## src/rtl/softstart_ilim_pkg.sv

```systemverilog
// Package: shared default sizing for the soft-start sequencer.
// It assumes the ramp limit and the protection delay each fit in 32 bits.
package softstart_ilim_pkg;

    localparam int DEF_STEP_CYCLES = 128;   // switching cycles per quarter step
    localparam int DEF_NUM_STEPS   = 4;     // quarter steps up to full limit
    localparam int DEF_UVP_CYCLES  = 5000;  // cycles before protection is armed

    // Bits needed to hold the values 0..n.
    function automatic int bits_for(input int n);
        int b;
        b = 1;
        while ((1 << b) <= n) b++;
        return b;
    endfunction

endpackage

```

## src/rtl/ssq_sat_counter.sv

```systemverilog
// Saturating event counter with a sticky "limit reached" flag.
// It counts inc pulses from 0 up to LIMIT and then holds. The flag is set
// on the same edge that stores LIMIT. A clear wins over inc.
// It assumes LIMIT >= 1.
module ssq_sat_counter #(
    parameter int LIMIT = 512,
    localparam int CW   = softstart_ilim_pkg::bits_for(LIMIT)
) (
    input  logic          clk,
    input  logic          rst_n,
    input  logic          clear,
    input  logic          inc,
    output logic [CW-1:0] count,
    output logic          full
);

    localparam logic [CW-1:0] LIM_V = CW'(LIMIT);

    logic [CW-1:0] cnt_q;
    logic          full_q;
    logic [CW-1:0] cnt_nx;

    // Next count value when a pulse is accepted.
    always_comb cnt_nx = cnt_q + CW'(1);

    // Count register: clear has priority, then saturating increment.
    always_ff @(posedge clk) begin
        if (!rst_n || clear) begin
            cnt_q <= '0;
        end else if (inc && !full_q) begin
            cnt_q <= cnt_nx;
        end
    end

    // Sticky flag: raised with the final increment, dropped only by a clear.
    always_ff @(posedge clk) begin
        if (!rst_n || clear) begin
            full_q <= 1'b0;
        end else if (inc && !full_q && (cnt_nx == LIM_V)) begin
            full_q <= 1'b1;
        end
    end

    assign count = cnt_q;
    assign full  = full_q;

endmodule

```

## src/rtl/ssq_level_decode.sv

```systemverilog
// Maps a ramp count to a step code.
// One comparator per step boundary gives a thermometer vector, and the code
// is the number of boundaries passed. It assumes the count never exceeds
// NUM_STEPS*STEP_CYCLES.
module ssq_level_decode #(
    parameter int STEP_CYCLES = 128,
    parameter int NUM_STEPS   = 4,
    localparam int CW = softstart_ilim_pkg::bits_for(STEP_CYCLES * NUM_STEPS),
    localparam int LW = softstart_ilim_pkg::bits_for(NUM_STEPS)
) (
    input  logic [CW-1:0] count,
    output logic [LW-1:0] level
);

    logic [NUM_STEPS-1:0] passed;

    // One threshold comparator per step boundary.
    for (genvar k = 0; k < NUM_STEPS; k++) begin : g_bound
        localparam logic [CW-1:0] EDGE_V = CW'((k + 1) * STEP_CYCLES);
        assign passed[k] = (count >= EDGE_V);
    end

    // Thermometer-to-binary: count the boundaries already crossed.
    always_comb begin
        level = '0;
        for (int k = 0; k < NUM_STEPS; k++) begin
            if (passed[k]) level = level + LW'(1);
        end
    end

endmodule

```

## src/rtl/softstart_ilim_seq.sv

```systemverilog
// Soft-start current-limit sequencer (top).
// It counts switching-cycle ticks after enable and drives a stepped limit
// code plus two flags. A low run_en or a restart request clears all state.
// It assumes cycle_tick is a single-clock pulse that is synchronous to clk.
module softstart_ilim_seq #(
    parameter int STEP_CYCLES = softstart_ilim_pkg::DEF_STEP_CYCLES,
    parameter int NUM_STEPS   = softstart_ilim_pkg::DEF_NUM_STEPS,
    parameter int UVP_CYCLES  = softstart_ilim_pkg::DEF_UVP_CYCLES,
    localparam int RAMP_TOTAL = STEP_CYCLES * NUM_STEPS,
    localparam int RCW = softstart_ilim_pkg::bits_for(RAMP_TOTAL),
    localparam int UCW = softstart_ilim_pkg::bits_for(UVP_CYCLES),
    localparam int LW  = softstart_ilim_pkg::bits_for(NUM_STEPS)
) (
    input  logic          clk,
    input  logic          rst_n,
    input  logic          cycle_tick,
    input  logic          run_en,
    input  logic          restart_req,
    output logic [LW-1:0] ilim_level,
    output logic          ramp_done,
    output logic          uvp_arm
);

    logic           seq_clear;
    logic [RCW-1:0] ramp_cnt;
    logic [UCW-1:0] uvp_cnt;
    logic           uvp_unused;

    // Any shutdown or restart request sends the sequence back to the start.
    always_comb seq_clear = !run_en || restart_req;

    // Ramp timer: saturates at the full-limit count.
    ssq_sat_counter #(.LIMIT(RAMP_TOTAL)) i_ramp_cnt (
        .clk   (clk),
        .rst_n (rst_n),
        .clear (seq_clear),
        .inc   (cycle_tick),
        .count (ramp_cnt),
        .full  (ramp_done)
    );

    // Protection delay timer: counts the same ticks, with its own limit.
    ssq_sat_counter #(.LIMIT(UVP_CYCLES)) i_uvp_cnt (
        .clk   (clk),
        .rst_n (rst_n),
        .clear (seq_clear),
        .inc   (cycle_tick),
        .count (uvp_cnt),
        .full  (uvp_arm)
    );

    // Only the flag of the protection timer is used; fold the count away.
    always_comb uvp_unused = ^uvp_cnt;

    // Step code derived from the ramp count.
    ssq_level_decode #(
        .STEP_CYCLES (STEP_CYCLES),
        .NUM_STEPS   (NUM_STEPS)
    ) i_level (
        .count (ramp_cnt),
        .level (ilim_level)
    );

endmodule

```

## config.mk

```make
export PLATFORM = sky130hd
export DESIGN_NAME = softstart_ilim_seq
export DESIGN_NICKNAME = d
export VERILOG_FILES = /design/src/rtl/softstart_ilim_pkg.sv /design/src/rtl/ssq_sat_counter.sv /design/src/rtl/ssq_level_decode.sv /design/src/rtl/softstart_ilim_seq.sv
export SDC_FILE = /design/constraint.sdc
export NUM_CORES = 1
export LEC_CHECK = 0
export ABC_AREA = 1
export BUFFER_PORTS_ARGS = -buffer_cell sky130_fd_sc_hd__buf_2
export CORE_ASPECT_RATIO = 1.25
export CORE_MARGIN = 2
export CORE_UTILIZATION = 64
export DETAILED_ROUTE_END_ITERATION = 7
export HOLD_SLACK_MARGIN = 0.06
export PLACE_DENSITY = 0.93
export SYNTH_ARGS = -nofsm -noshare
export SYNTH_HDL_FRONTEND = slang
export SYNTH_SLANG_ARGS = --single-unit
```

## constraint.sdc

```tcl
create_clock -name clk -period 4.4 [get_ports clk]
set_clock_uncertainty 0.05 [all_clocks]
set_input_delay 0.66 -clock clk [delete_from_list [all_inputs] [get_ports clk]]
set_output_delay 0.66 -clock clk [all_outputs]
set_load 0.05 [all_outputs]
```

Word level (Yosys, flattened, before mapping)
Index checks and enable logic that the tools add are counted.
- logic and storage cells: 29
- output and inout port bits: 5
- bits in registers: 25
- input bits: 5
- muxes and demuxes: 4
- reductions and logical operators: 10
- add/subtract/negate cells: 5
- magnitude comparators: 4
- eq/ne operators: 2
- operators by type and width (operator ; count):
    $ge 10x9->1 const B ; 2
    $add 13x1->13 const B ; 1
    $eq 13x13->1 const B ; 1
    $add 10x1->10 const B ; 1
    $eq 10x10->1 const B ; 1
    $ge 10x10->1 const B ; 1
    $ge 10x8->1 const B ; 1
    $mux 3 ; 3
    $add 3x1->3 const B ; 2
    $logic_and 1x1->1 ; 4
    $logic_not 1->1 ; 4
    $add 1x1->2 const B ; 1
    $logic_or 1x1->1 ; 2
    $mux 1 ; 1

Longest topological paths before layout
- depth in word-level cells: 8
- mapped depth: 10
- mapped depth without buffers: 10

Hierarchy
Synthesis repeated with hierarchy kept, for this count alone.
- cells, all modules: 274
- area, all modules: 1741.7 um2
- modules (own cells, without submodules) (module ; cells an instance ; seq. area each (um2) ; area each (um2) ; times used):
    ssq_sat_counter at i_uvp_cnt ; 136 ; 280.3 ; 869.6 ; 1
    ssq_sat_counter at i_ramp_cnt ; 105 ; 220.2 ; 693.2 ; 1
    ssq_level_decode ; 31 ; 0.0 ; 171.4 ; 1
    softstart_ilim_seq ; 2 ; 0.0 ; 7.5 ; 1

Worst setup path before layout
No wires, ideal clock.
- path type: flip-flop to output port
- start point: register i_ramp_cnt.cnt_q[8], in the netlist i_ramp_cnt.count[8]
- end point: output ilim_level[2]
- path slack: 1.507 ns
- stages on the path, launching flop included: 11
- path buffers: 0
- arrival time: 2.183 ns
- data required time: 3.690 ns
- cell sequence: dfxtp_1 nor2_1 inv_1 nor2_1 ha_1 inv_1 xor2_1 inv_1 ha_1 nand2_1 xor2_1
- word-level cells in the longest chain between the ends: 8
- elaborated cells on any way between the ends: 11
- classes of those cells: 3 x add/sub; 4 x order compare; 4 x mux
- ends and longest elaborated chain (what ; RTL line ; RTL):
    start: declaration ; ssq_sat_counter.sv:19 ; logic [CW-1:0] cnt_q;
    start signal: assignment ; ssq_sat_counter.sv:31 ; cnt_q <= cnt_nx;
    $ge 10x8->1 ; ssq_level_decode.sv:20 ; assign passed[k] = (count >= EDGE_V);
    $mux 1 ; ssq_level_decode.sv:27 ; if (passed[k]) level = level + LW'(1);
    $add 1x1->2 ; ssq_level_decode.sv:27 ;
    $mux 3 ; ssq_level_decode.sv:27 ;
    $add 3x1->3 ; ssq_level_decode.sv:27 ;
    $mux 3 ; ssq_level_decode.sv:27 ;
    $add 3x1->3 ; ssq_level_decode.sv:27 ;
    $mux 3 * ; ssq_level_decode.sv:27 ;
    end: declaration ; softstart_ilim_seq.sv:19 ; output logic [LW-1:0] ilim_level,
Mark *: on every way between the ends. The rest lies on a longest branch, timed or not.

Worst setup path in the final report
Same ends and word-level chain as after synthesis.

==> qor.yml <==
floorplan:
  num_io_pins: 10
  die_area_um2: 3020
  die_h_um: 61.0
  core_area_um2: 2450
  initial_core_util: 0.678
  die_w_um: 49.6
  num_rows: 20
clocking:
  cts-resized-gates: 0
  clk_path_buf_depth: 2
  cts_buffers: 3
  hold_buffers: 0
  cts_tree: "yes"
  path_clk_slew_ps: 130
  clkLatencyLatePin_ps: 310
  cts_setup_buffers: 0
  ctsHtreeMaxLevel: 1
  root_buffer: "clkbuf_4"
  clkSinkCount: 25
worst_setup_path:
  endpoint_kind: "primary output"
  worstPathArrival_ps: 2290
  cp.required_ps: 3690
  start_kind: "register"
  worstSetupPathType: "reg -> out"
  path_max_fanout: 5
detailed_routing:
  drtPass1Iterations: 4
  wl_per_cell_um: 10.3
  dr_total_vias: 1521
  drt_iter0_drc: 55
  drc_errors: 0
  post_drt_via_cell_ratio: 5.10
  route.antenna.remaining_nets: 0
  wl_mm: 3.06
pwr:
  leakage_uw: 0.000845
  p_per_area_nw_per_um2: 210
  vdd_ir_drop_max_v: 0.000194
outcome:
  outcome: "complete, no violations"
sta:
  report.final.slew_viol_count: 0
  rsz0062_at_grt: "no"
  finalSetupTns_ps: 0
  worstMarginPinSlew_ps: 655
  timing.final.crit_share: 0.682
  hold_viol_final: 0
  clock.fmax_ghz: 0.333
  setup_viol: 0
  period_needed_ps: 3000
  relSlewSlack: 0.562
finish:
  synthToLayoutAreaGrowth_pct: 5.27
  nets: 278
  diodes: 0
  drive_above_1_share: 0.102
  fin_util: 0.714
synthesis:
  synth.avg_cell_area_um2: 6.47
  post-synth-top-count-cell: "nand2_1"
  ys_seq_elements: 25
  synthFlopType: "dfxtp_1"
  synthTopCellsByArea: "dfxtp_1 30%, nand2_1 16%, inv_1 9.3%, nor2_1 6.8%, o211ai_1 5.9%"
  synth_warnings: 0
  yosysTopAreaCellShare: 0.301
  synth-edff-count: 0
  synth_nets: 269
  synth.largest_area_cell: "dfxtp_1"
  ys_top_cells_by_count: "69 x nand2_1, 41 x inv_1, 30 x nor2_1"
  ys_types: 26
  syn_area_um2: 1660
  syn_inst: 257
  synthArstFlopShare: 0
  seq_area_frac_synth: 0.301
min_path:
  min_path_type: "reg -> reg"
placed_design:
  routabilityCongestion: 0.804
  portBuffers: 9
  dp_hpwl_mm: 2.26
run:
  maxCapViolations: 0
global_route:
  grt_overflow: 0
  grt_pass1_vias: 1386
  grt_max_degree: 25
  grt_pass1_wl_mm: 5.49
  grt_usage: 0.234
  antenna_found_initial: 0
-- flip-flops by register name, summed over array words and instances (netlist names) --
signal,cells
i_uvp_cnt.count,13
i_ramp_cnt.count,10
i_ramp_cnt.full,1
i_uvp_cnt.full,1
-- worst max-delay path, cell delays in order (launching register included) --
cell,delay (ps)
dfxtp_1,360
nor2_1,160
inv_1,70
nor2_1,140
ha_1,260
inv_1,70
xor2_1,210
inv_1,70
ha_1,170
nand2_1,70
xor2_1,120
buf_2,270
-- kinds of logic (layout without fill, tap and decap cells) --
| logic type | Yosys count | after routing | share of synthesized area |
|---|---|---|---|
| AO/OA/AOI/OAI | 36 | 36 | 0.139 |
| XOR/XNOR | 6 | 6 | 0.0316 |
| adder cells (fa/ha/maj) | 7 | 7 | 0.0527 |
| buffers and inverters | 49 | 57 | 0.119 |
| flip-flops | 25 | 25 | 0.301 |
| AND/OR/NAND/NOR | 134 | 134 | 0.357 |
-- placed cells by master (no fill, tap or decap), types with 5 or more instances in the layout --
cell / n
buf_2: 9
inv_1: 41
nand4_1: 5
nor2_1: 30
nor2_2: 6
nand2_1: 69
dfxtp_1: 25
ha_1: 7
o21ai_0: 10
a21oi_1: 6
nand3_1: 14
xor2_1: 5
o211ai_1: 13
-- area by class of cell --
cell class | count | area (um^2)
clock buffers | 4 | 26.3
well taps | 33 | 41.3
fillers | 232 | 702
multi-input cells | 183 | 965
inverters | 42 | 158
flip-flops and latches | 25 | 500
repair buffers | 11 | 60.1
-- power by group --
group | total (uW) | leakage (uW) | internal [uW] | switching (uW)
clock network | 99.8 | 0.0000150 | 35.4 | 64.4
registers | 235 | 0.000202 | 230 | 4.74
logic | 32.4 | 0.000627 | 10.6 | 21.8
-- metrics by stage --
step	hold WS (ps)	worst slack (ps)	total power [uW]	cell area [um^2]	std cells
after CTS	429	1390	370	1750	298
after global routing	453	1090	386	1750	298
final	430	1400	367	1750	298
after detailed placement	409	1760	272	1720	294
after global placement	403	1830	271	1720	294
after floorplan	430	1510	264	1660	257
-- path summary, 6_finish.rpt --
| path | start | endpoint | slack (ps) | cells past startpoint |
|---|---|---|---|---|
| worst max register to register | i_ramp_cnt.full | i_ramp_cnt.count[6] | 2620 | 4 |
| worst min register to register | i_ramp_cnt.full | i_ramp_cnt.full | 430 | 2 |
| worst min-delay path | i_ramp_cnt.full | i_ramp_cnt.full | 430 | 2 |
| worst max-delay path | i_ramp_cnt.count[8] | ilim_level[2] | 1400 | 11 |
-- routing by layer --
layer  routed length (um)  part of all wire  GRT usage  vias to the layer above
met5                    0                 0          0                        -
met4                   17            0.0056      0.111                        0
met3                   60             0.020     0.0369                        2
met2                 1620              0.53      0.448                       19
met1                 1360              0.44      0.253                      671
li1                     -                 -          -                      829
No activity file was read; power rests on OpenSTA's default activity.
